[src/rtl/fact_accel.sv]
module fact_accel #(
  parameter int AW = 8,
  parameter int DW = 32,
  parameter logic [DW-1:0] ID_WORD = 32'h010000ED
) (
  input  logic          clk,
  input  logic          rst_n,
  input  logic          wr_en,
  input  logic [AW-1:0] addr,
  input  logic [3:0]    acc_size,
  input  logic [DW-1:0] wr_data,
  output logic [DW-1:0] rd_data,
  output logic          done_irq
);
  localparam logic [AW-1:0] OFF_ID  = AW'(8'h00);
  localparam logic [AW-1:0] OFF_SCR = AW'(8'h04);
  localparam logic [AW-1:0] OFF_OP  = AW'(8'h08);
  localparam logic [AW-1:0] OFF_ST  = AW'(8'h20);
  localparam logic [DW-1:0] ONES    = '1;

  logic [DW-1:0] scratch, operand, acc, cnt;
  logic          busy, irq_en;

  wire word_ok = (acc_size == 4'd4);
  wire wr_ok   = wr_en && word_ok;
  wire last    = (cnt <= DW'(1));

  always_ff @(posedge clk or negedge rst_n) begin
    if (!rst_n) begin
      scratch  <= '0;
      operand  <= '0;
      acc      <= '0;
      cnt      <= '0;
      busy     <= 1'b0;
      irq_en   <= 1'b0;
      done_irq <= 1'b0;
    end else begin
      done_irq <= 1'b0;
      if (wr_ok && addr == OFF_SCR) scratch <= wr_data;
      if (wr_ok && addr == OFF_ST)  irq_en  <= wr_data[7];
      if (busy) begin
        if (last) begin
          operand  <= acc;
          busy     <= 1'b0;
          done_irq <= irq_en;
        end else begin
          acc <= acc * cnt;
          cnt <= cnt - DW'(1);
        end
      end else if (wr_ok && addr == OFF_OP) begin
        operand <= wr_data;
        acc     <= DW'(1);
        cnt     <= wr_data;
        busy    <= 1'b1;
      end
    end
  end

  always_comb begin
    rd_data = ONES;
    if (word_ok) begin
      case (addr)
        OFF_ID:  rd_data = ID_WORD;
        OFF_SCR: rd_data = ~scratch;
        OFF_OP:  rd_data = operand;
        OFF_ST:  rd_data = {{(DW-8){1'b0}}, irq_en, 6'b0, busy};
        default: rd_data = ONES;
      endcase
    end
  end

  p_id_r1: assert property (@(posedge clk) disable iff (!rst_n)
    (word_ok && addr == OFF_ID) |-> rd_data == ID_WORD);

  p_start_r3: assert property (@(posedge clk) disable iff (!rst_n)
    (wr_ok && addr == OFF_OP && !busy) |=> busy);

  p_hold_r4: assert property (@(posedge clk) disable iff (!rst_n)
    (busy && !last) |=> $stable(operand));

  p_irq_r8: assert property (@(posedge clk) disable iff (!rst_n)
    done_irq |-> ($fell(busy) && $past(irq_en)));

  p_pulse_r8: assert property (@(posedge clk) disable iff (!rst_n)
    done_irq |=> !done_irq);

  p_size_r9: assert property (@(posedge clk) disable iff (!rst_n)
    !word_ok |-> rd_data == ONES);
endmodule

[config.mk]
export PLATFORM = sky130hd
export DESIGN_NAME = fact_accel
export DESIGN_NICKNAME = d
export VERILOG_FILES = /design/src/rtl/fact_accel.sv
export SDC_FILE = /design/constraint.sdc
export NUM_CORES = 1
export LEC_CHECK = 0
export ABC_AREA = 1
export CAP_MARGIN = 10
export CORE_ASPECT_RATIO = 0.8
export CORE_MARGIN = 8
export CORE_UTILIZATION = 45
export DETAILED_ROUTE_END_ITERATION = 8
export DONT_BUFFER_PORTS = 1
export PLACE_DENSITY = 0.6
export SLEW_MARGIN = 5
export SYNTH_ARGS = -nofsm -noshare
export SYNTH_HDL_FRONTEND = slang
export SYNTH_SLANG_ARGS = --single-unit
[constraint.sdc]
create_clock -name clk -period 10.7 [get_ports clk]
set_input_delay 2.14 -clock clk [delete_from_list [all_inputs] [get_ports clk]]
set_output_delay 2.14 -clock clk [all_outputs]
set_load 0.02 [all_outputs]
Yosys cells after proc, flatten, opt, wreduce, memory -nomap -nowiden --
Cells that the tools add are included.
Operators by class: add/subtract/negate cells 1, multiply operators 1, divide/modulo/power cells 0, $lt $le $gt $ge 1, eq/ne operators 6, shift-type cells 0, mux-type cells 15, bitwise operators 1, reductions and logical operators 8
Operators with widths (count):
- $mux 32 | 9
- $pmux 32 s4 | 1
- $le 32x1->1 const B | 1
- $mul 32x32->32 | 1
- $not 32->32 | 1
- $sub 32x1->32 const B | 1
- $eq 8x3->1 const B | 1
- $eq 8x4->1 const B | 1
- $eq 8x6->1 const B | 1
- $logic_not 8->1 | 1
- $mux 1 | 5
- $eq 4x3->1 const B | 1
- $logic_and 1x1->1 | 4
- $reduce_and 2->1 | 2
- $ne 2x1->1 const B | 1
- $ne 2x2->1 const B | 1
- $reduce_bool 2->1 | 1
Word-level totals: bits in registers 131, bits in latches 0, bits in writable memories 0, memory bits (read-only) 0, input bits 47, output and inout port bits 33, word-level logic and storage cells 40, memories kept 0

Logic depth before layout (Yosys ltp) --
Gate-level depths: netlist of the first run.
depth after elaboration 5, gate-level depth with buffers 39, mapped depth without buffers 37

Worst setup path before layout of the first run --
OpenSTA, ideal clock, no wires.
path kind flip-flop to flip-flop, start register cnt[3], end register acc[30], setup time 0.095 ns, arrival time 6.455 ns, data required time 10.605 ns, path slack 4.150 ns, stages on the path, launching flop included 25, path buffers 2, clock period less this slack 6.550 ns, cells stage by stage dfrtp_1 clkbuf_1 clkbuf_1 nand2_1 fa_1 inv_1 fa_1 inv_1 fa_1 inv_1 fa_1 fa_1 inv_1 fa_1 inv_1 fa_1 fa_1 ha_1 inv_1 nor3_1 nand4_1 o211a_1 nand2_1 nor2_1 o31ai_1
Between the ends: word-level cells in the longest chain between the ends 3, elaborated cells on any way between the ends 6, classes of those cells mul: 1; order compare: 1; eq/ne: 1; mux: 2; reduce/logical: 1
Ends and longest elaborated chain:
- from (decl) | RTL line 21 | logic [DW-1:0] scratch, operand, acc, cnt;
- from (signal assigned) | RTL line 48 | cnt <= cnt - DW'(1);
- from (signal assigned) | RTL line 53 | cnt <= wr_data;
- $mul 32x32->32 or $le 32x1->1 (tied branches) | RTL line 47, 26
- $mux 32 or $ne 2x2->1 (tied branches)
- $mux 32 or $reduce_and 2->1 (tied branches)
- to (signal assigned) | RTL line 47 | acc <= acc * cnt;
- to (decl) | RTL line 21
Several ways; a longest one is shown, not always the timed one. The select of a mux whose other input is x is not followed. A chain may end at the register's enable or synchronous reset.

Final worst setup path of the first run --
start register cnt[14], end register acc[30]
Same word-level chain as after synthesis.

==> key figures, run 1 <==
Global route
  • Initial antenna violation count: 0
  • Overall routing resource usage: 24.7%
  • Vias in the first global route: slightly above 20000
  • Largest net degree at the start of global routing: about 130
  • First-pass GRT wire length: 115 mm
  • Grt ovf: 0

Cells and area
  • Share of layout cells above drive strength 1: 3.72%
  • Area Overhead vs Synth: 4.53%
  • Final net count: around 3600
  • Area of the multi-input gates: between 15000 and 20000 sq um
  • Diodes inserted: 0
  • Layout filler cell count: about 5100
  • Sequential cell area: 3280 sq um

Clocking
  • Reg clk slew, reported paths: roughly 0.070 ns
  • H-tree Lvls: 4
  • Post-CTS Setup Bufs: 0
  • CTS tree: yes
  • CTS-repair resized insts: 0
  • CTS Sinks: 131
  • Post-CTS Hold Fix Bufs: 0
  • TritonCTS buffer count: 17
  • Clock Latency Late Sink: approximately 0.45 ns
  • CTS Buffer Depth: 2
  • CTS root buf: clkbuf_16

Logic synthesis
  • Leading area contributor after synthesis: fa_1
  • Post-synth EDFFs: 0
  • Share of the synthesized area in the top cell type: between 30% and 40%
  • Synth Cell Area: around 23000 sq um
  • Synth cell count leaders: nand2_1 (860), inv_1 (830), fa_1 (408)
  • Sequential share of the synthesized area: 14.0%
  • Post-synth cell types: 55
  • Count leader, synth: nand2_1
  • Yosys reg bits: 131
  • Mean post-synth cell area: 7.49 sq um
  • Predominant post-synthesis flop cell: dfrtp_1
  • Synth Instances: 3126
  • Async set-reset flop share out of synthesis: between 90% and 100%
  • Synth top area cells: fa_1 (35%), dfrtp_1 (14%), nand2_1 (14%)
  • Post-Syn Nets: around 3700
  • Yosys Warn Count: 0

STA
  • RSZ-0062 raised after global routing: no
  • Setup TNS Final: 0 ns
  • Final count of hold timing violations: 0
  • Measured slew at the worst slew-check pin: 1.30 ns
  • Layout Skew: between 0.009 and 0.01 ns
  • Peak Freq: ~130 MHz
  • Minimum clock period: around 7.6 ns
  • Slew headroom: 13.0%
  • Max-slew violations: 0
  • Final setup fails: 0
  • Tcrit/Tclk final: 70.7%

Worst setup path
  • CP peak stage delay: 1.21 ns
  • CP startpoint kind: flip-flop
  • Critical path's slowest cell: dfrtp_1
  • Arrival @ worst endpoint: approximately 8 ns
  • Reg-to-reg slack, setup: 3.14 ns
  • CP Data Required Time: ~11 ns
  • Crit path top cell by count: fa_1
  • Worst-case reg-to-reg path depth: 20
  • Buf/Inv on CP: 3
  • Worst reg2reg path startpoint: cnt[14]
  • Maximum fanout along the worst path: 20
  • Kind of cell adding the most delay to the critical path: adder cells
  • Worst setup EP type: flip-flop
  • CP Cell Sequence: nand2_1 -> fa_1 -> inv_1 -> fa_1 -> inv_1 -> fa_1 -> fa_1 -> inv_1 -> fa_1 -> fa_1 -> fa_1 -> fa_1 -> ha_1 -> nand2_1 -> nor3_1 -> nand4_1 -> o211a_1 -> nand2_1 -> nor2_1 -> o31ai_1
  • Setup CP Type: flip-flop to flip-flop
  • Worst R2R End: acc[30]

Routing
  • Pre-Repair DR Iteration Count: 7
  • Drt wl/cell: approximately 19 um
  • Initial DRC count: between 1500 and 2000
  • Avg Vias per Cell: about 5.2
  • DRC viols: 0
  • Final ANT Viol Nets: 0
  • Aggregate routed wire length: 71.1 mm
  • Vias: around 19000

Floorplanning
  • FP Rows: 74
  • Die Height: between 200 and 250 um
  • Die area: 59600 sq um
  • Initial core utilization: a little under half
  • Die Wd: approximately 270 um
  • Core Region: between 50000 and 60000 sq um
  • Top Ports: 80

Min path
  • HP Start: scratch[1]
  • WHS Path Cells: 2
  • Worst Hold End: scratch[1]
  • Worst hold-check path type: flip-flop to flip-flop

Placement
  • IO buf count: 0
  • Routability Congestion: just over 0.9
  • HPWL after DPL: about 53 mm

Run
  • Max-cap violation count: 0

Run status
  • Status: finished, final reports clean
metrics by stage:
stage / std cells / cell area (sq um) / utilization [%] / hold slack [ns] / setup slack [ns]
after floorplan: 3126 / 23400 / - / 0.453 / 4.15
after global placement: 3685 / 23900 / 46.6 / 0.466 / 3.33
after detailed placement: 3685 / 23900 / 46.6 / 0.473 / 3.31
after CTS: 3717 / 24400 / 47.8 / 0.488 / 3.23
after global routing: 3718 / 24500 / 47.8 / 0.513 / 2.88
final: 3718 / 24500 / 47.8 / 0.486 / 3.14
registers in the layout, summed over array words and instances, names as in the netlist:
name / count
acc: 32
busy: 1
cnt: 32
done_irq: 1
irq_en: 1
operand: 32
scratch: 32
logic make-up after synthesis:
| kind of cell | Yosys count | share of synthesized area, % |
|---|---|---|
| buffers and inverters | 1007 | 16.5 |
| AND/OR/NAND/NOR | 1107 | 19.0 |
| adder cells (fa/ha/maj) | 533 | 41.6 |
| AO/OA/AOI/OAI | 316 | 7.66 |
| flip-flops | 131 | 14.0 |
| XOR/XNOR | 32 | 1.20 |
worst reg2reg max path, cell delays in order, from the launching register on:
cell	delay, ns
dfrtp_1	1.21
nand2_1	0.24
fa_1	0.60
inv_1	0.06
fa_1	0.50
inv_1	0.05
fa_1	0.46
fa_1	0.51
inv_1	0.06
fa_1	0.55
fa_1	0.47
fa_1	0.58
fa_1	0.45
ha_1	0.40
nand2_1	0.15
nor3_1	0.29
nand4_1	0.19
o211a_1	0.29
nand2_1	0.07
nor2_1	0.04
o31ai_1	0.27
worst max-delay path by stage:
stage	start	end	slack [ns]	cells after the start
floorplan	cnt[3]	acc[30]	4.15	24
global placement	acc[8]	acc[30]	3.33	23
detailed placement	cnt[2]	acc[30]	3.31	23
CTS	acc[8]	acc[30]	3.23	21
global route	cnt[14]	acc[28]	2.88	20
finish	cnt[14]	acc[30]	3.14	20
final cells by class:
class | count | share of cell area (%)
inverter | 840 | 12.9
sequential | 131 | 13.4
multi-input combinational | 1988 | 66.5
clock buffer | 19 | 1.81
timing repair buffer | 43 | 1.37
tap | 684 | 3.50
clock inverter | 13 | 0.521
metal layers:
layer / wire [um] / track usage [%]
met5: 0 / 0
met4: 1950 / 6.88
met3: 5420 / 3.61
met2: 32600 / 39.9
met1: 31100 / 34.7
cell usage in the layout (no fill, tap or decap), drive strengths merged, types with 5 or more instances in the layout:
master,Yosys,final
o21bai,7,7
o211ai,32,32
o21ai,115,115
o221ai,5,5
nand3b,10,10
clkbuf,106,19
nand3,55,55
clkinvlp,0,5
dfrtp,131,131
a21o,6,6
a21oi,128,128
nand4,12,12
nor2,141,141
xnor2,13,13
xor2,19,19
fa,408,408
buf,61,43
ha,125,125
clkinv,2,5
nand2,863,863
inv,838,842
nor3,18,18
Power of run 1 is not shown: default switching activity piles up to over one toggle a cycle in this logic, so the estimate is an artifact.
==> run 2, diff against run 1 <==
- PLACE_DENSITY: 0.6 -> 0.62
- clock period: 10.7 -> 6.9 ns (I/O delays scaled with it)
==> run 2 against run 1 <==
  * Die area unchanged
  * Clock-buffer cell count shrank 1
  * Via count up 3.8%
  * Utilization is 3.5 points higher
  * Clock skew up 0.0061 ns
  * First-iteration DRC count shrank 6.7%
  * Global-route usage grew 1.3 points
  * Final cell count up 4.6%
==> key figures, run 2 (synthesis gave the netlist of run 1 again) <==
Clocking
  • Clock Latency Late Sink: 0.44 ns (about the same)
  • CTS Buffer Depth: 2 (unchanged)
  • TritonCTS buffer count: 17 (unchanged)
  • CTS root buf: clkbuf_16
  • CTS Sinks: 131 (unchanged)
  • H-tree Lvls: 4 (unchanged)
  • Reg clk slew, reported paths: 0.07 ns (about the same)
  • CTS tree: yes

STA
  • RSZ-0062 raised after global routing: yes
  • Peak Freq: 147 MHz (+11%)
  • Tcrit/Tclk final: 98.6% (+28 points)
  • Layout Skew: 0.0160 ns (+0.00606 ns)
  • Max-slew violations: 0 (unchanged)
  • Final count of hold timing violations: 0 (unchanged)
  • Final setup fails: 0 (unchanged)
  • Slew headroom: 22.8% (+9.8 points)
  • Measured slew at the worst slew-check pin: 1.15 ns (-0.151 ns)
  • Minimum clock period: 6.81 ns (-0.754 ns)

Worst setup path
  • Critical path's slowest cell: fa_1
  • Buf/Inv on CP: 6 (+3)
  • CP startpoint kind: flip-flop
  • Setup CP Type: flip-flop to flip-flop
  • CP Cell Sequence: buf_4 -> buf_4 -> nand2_1 -> inv_1 -> fa_1 -> fa_1 -> inv_1 -> fa_2 -> fa_1 -> inv_1 -> fa_1 -> fa_1 -> fa_1 -> fa_1 -> ha_1 -> nand2_4 -> buf_4 -> nor3_4 -> nand4_1 -> nor2_2 -> nand2_2 -> a21oi_1 -> o31ai_2
  • Reg-to-reg slack, setup: 0.09 ns (-3.05 ns)
  • Crit path top cell by count: fa_1
  • Worst setup EP type: flip-flop
  • CP Data Required Time: 7.20 ns (-3.84 ns)
  • CP peak stage delay: 0.56 ns (-0.65 ns)
  • Arrival @ worst endpoint: 7.10 ns (-0.80 ns)
  • Maximum fanout along the worst path: 9 (-55%)
  • Kind of cell adding the most delay to the critical path: adder cells

Floorplanning
  • Top Ports: 80 (unchanged)
  • Die area: 59600 sq um (unchanged)
  • Die Wd: 271 um (unchanged)
  • FP Rows: 74 (unchanged)
  • Initial core utilization: 45.7% (unchanged)
  • Core Region: 51200 sq um (unchanged)
  • Die Height: 220 um (unchanged)

Placement
  • IO buf count: 0 (unchanged)
  • HPWL after DPL: 61.3 mm (+15%)
  • Routability Congestion: 0.935 (+0.84%)

Global route
  • Initial antenna violation count: 1 (+1)
  • Largest net degree at the start of global routing: 132 (unchanged)
  • Vias in the first global route: 21300 (+5.3%)
  • Overall routing resource usage: 26.0% (+1.3 points)
  • Grt ovf: 0 (unchanged)
  • First-pass GRT wire length: 120 mm (+4.4%)

Routing
  • Pre-Repair DR Iteration Count: 7 (unchanged)
  • Aggregate routed wire length: 75.9 mm (+6.7%)
  • Avg Vias per Cell: 5.17 (-0.81%)
  • Final ANT Viol Nets: 0 (unchanged)
  • Vias: 20100 (+3.8%)
  • Drt wl/cell: 19.5 um (+2.0%)
  • Initial DRC count: 1635 (-6.7%)
  • DRC viols: 0 (unchanged)

Run
  • Max-cap violation count: 0 (unchanged)

Cells and area
  • Share of layout cells above drive strength 1: 10.7% (+6.9 points)
  • Commonest non-fill, non-tap cell in the layout: nand2_1
  • Final Util: 51.3% (+3.5 points)
  • Final net count: 3773 (+4.8%)
  • Commonest non-fill, non-tap cells in the layout: nand2_1 (858), inv_1 (830), fa_1 (402), buf_4 (184), nor2_1 (132)
  • Area Overhead vs Synth: 12.2%
  • Diodes inserted: 0 (unchanged)

Run status
  • Status: finished, final reports clean

Min path
  • Worst hold-check path type: flip-flop to flip-flop
run 2: cell count changes in the layout (fill, tap and decap cells not counted), moves of 9 or more:
cell	before	now
buf_6	0	9
buf_4	42	184
buf_12	1	20
dfrtp_2	2	24
dfrtp_1	129	106
run 2: area by class of cell:
| type | count | area [sq um] |
|---|---|---|
| fillers | 4962 | 24900 |
| flip-flops and latches | 131 | 3310 |
| clock buffers | 18 | 439 |
| multi-input cells | 1988 | 16500 |
| well taps | 684 | 856 |
| repair buffers | 215 | 1900 |
| inverters | 840 | 3160 |
| clock inverters | 14 | 118 |
run 2: final timing paths:
path,startpoint,to,depth (start not counted)
min in group asynchronous,rst_n,scratch[1],0
max,acc[16],acc[30],23
max reg2reg,acc[16],acc[30],23
max in group asynchronous,rst_n,cnt[3],0
min reg2reg,scratch[31],scratch[31],2
min,scratch[31],scratch[31],2
run 2: worst reg2reg max path: cells and delay by family (launching register included):
family,cells,cell delay [ns]
adder cells (fa/ha/maj),9,4.30
AND/OR/NAND/NOR,6,0.93
buffers and inverters,6,0.75
flip-flops,1,0.38
AO/OA/AOI/OAI,2,0.30
run 2: per-stage QoR:
step           area (sq um)  std cells  setup WS (ns)  TNS, ns  hold WS, ns
6_report              26300       3890         0.0945        0        0.485
3_3_place_gp          25200       3832         -0.268   -0.271        0.466
2_1_floorplan         23400       3126          0.350        0        0.453
5_1_grt               26300       3890         -0.127   -0.178        0.519
3_5_place_dp          25200       3832         -0.285   -0.395        0.474
4_1_cts               25800       3865         0.0163        0        0.489
run 2: metal layers:
| layer | track usage (%) | up-vias | part of all wire (%) |
|---|---|---|---|
| li1 | - | 9199 | - |
| met1 | 35.3 | 9965 | 43 |
| met2 | 42.1 | 802 | 46 |
| met3 | 4.99 | 134 | 7.9 |
| met4 | 8.24 | 2 | 3.3 |
| met5 | 0 | - | 0.017 |
run 2: what timing repair did:
action | 4_1_cts | 5_1_grt
pin swaps | 1 | 17
resized for setup | 10 | 71
setup buffers | 1 | 24
hold buffers | 0 | 0
endpoints found under the setup margin | 3 | 12
Power of run 2 is left out for the same reason.
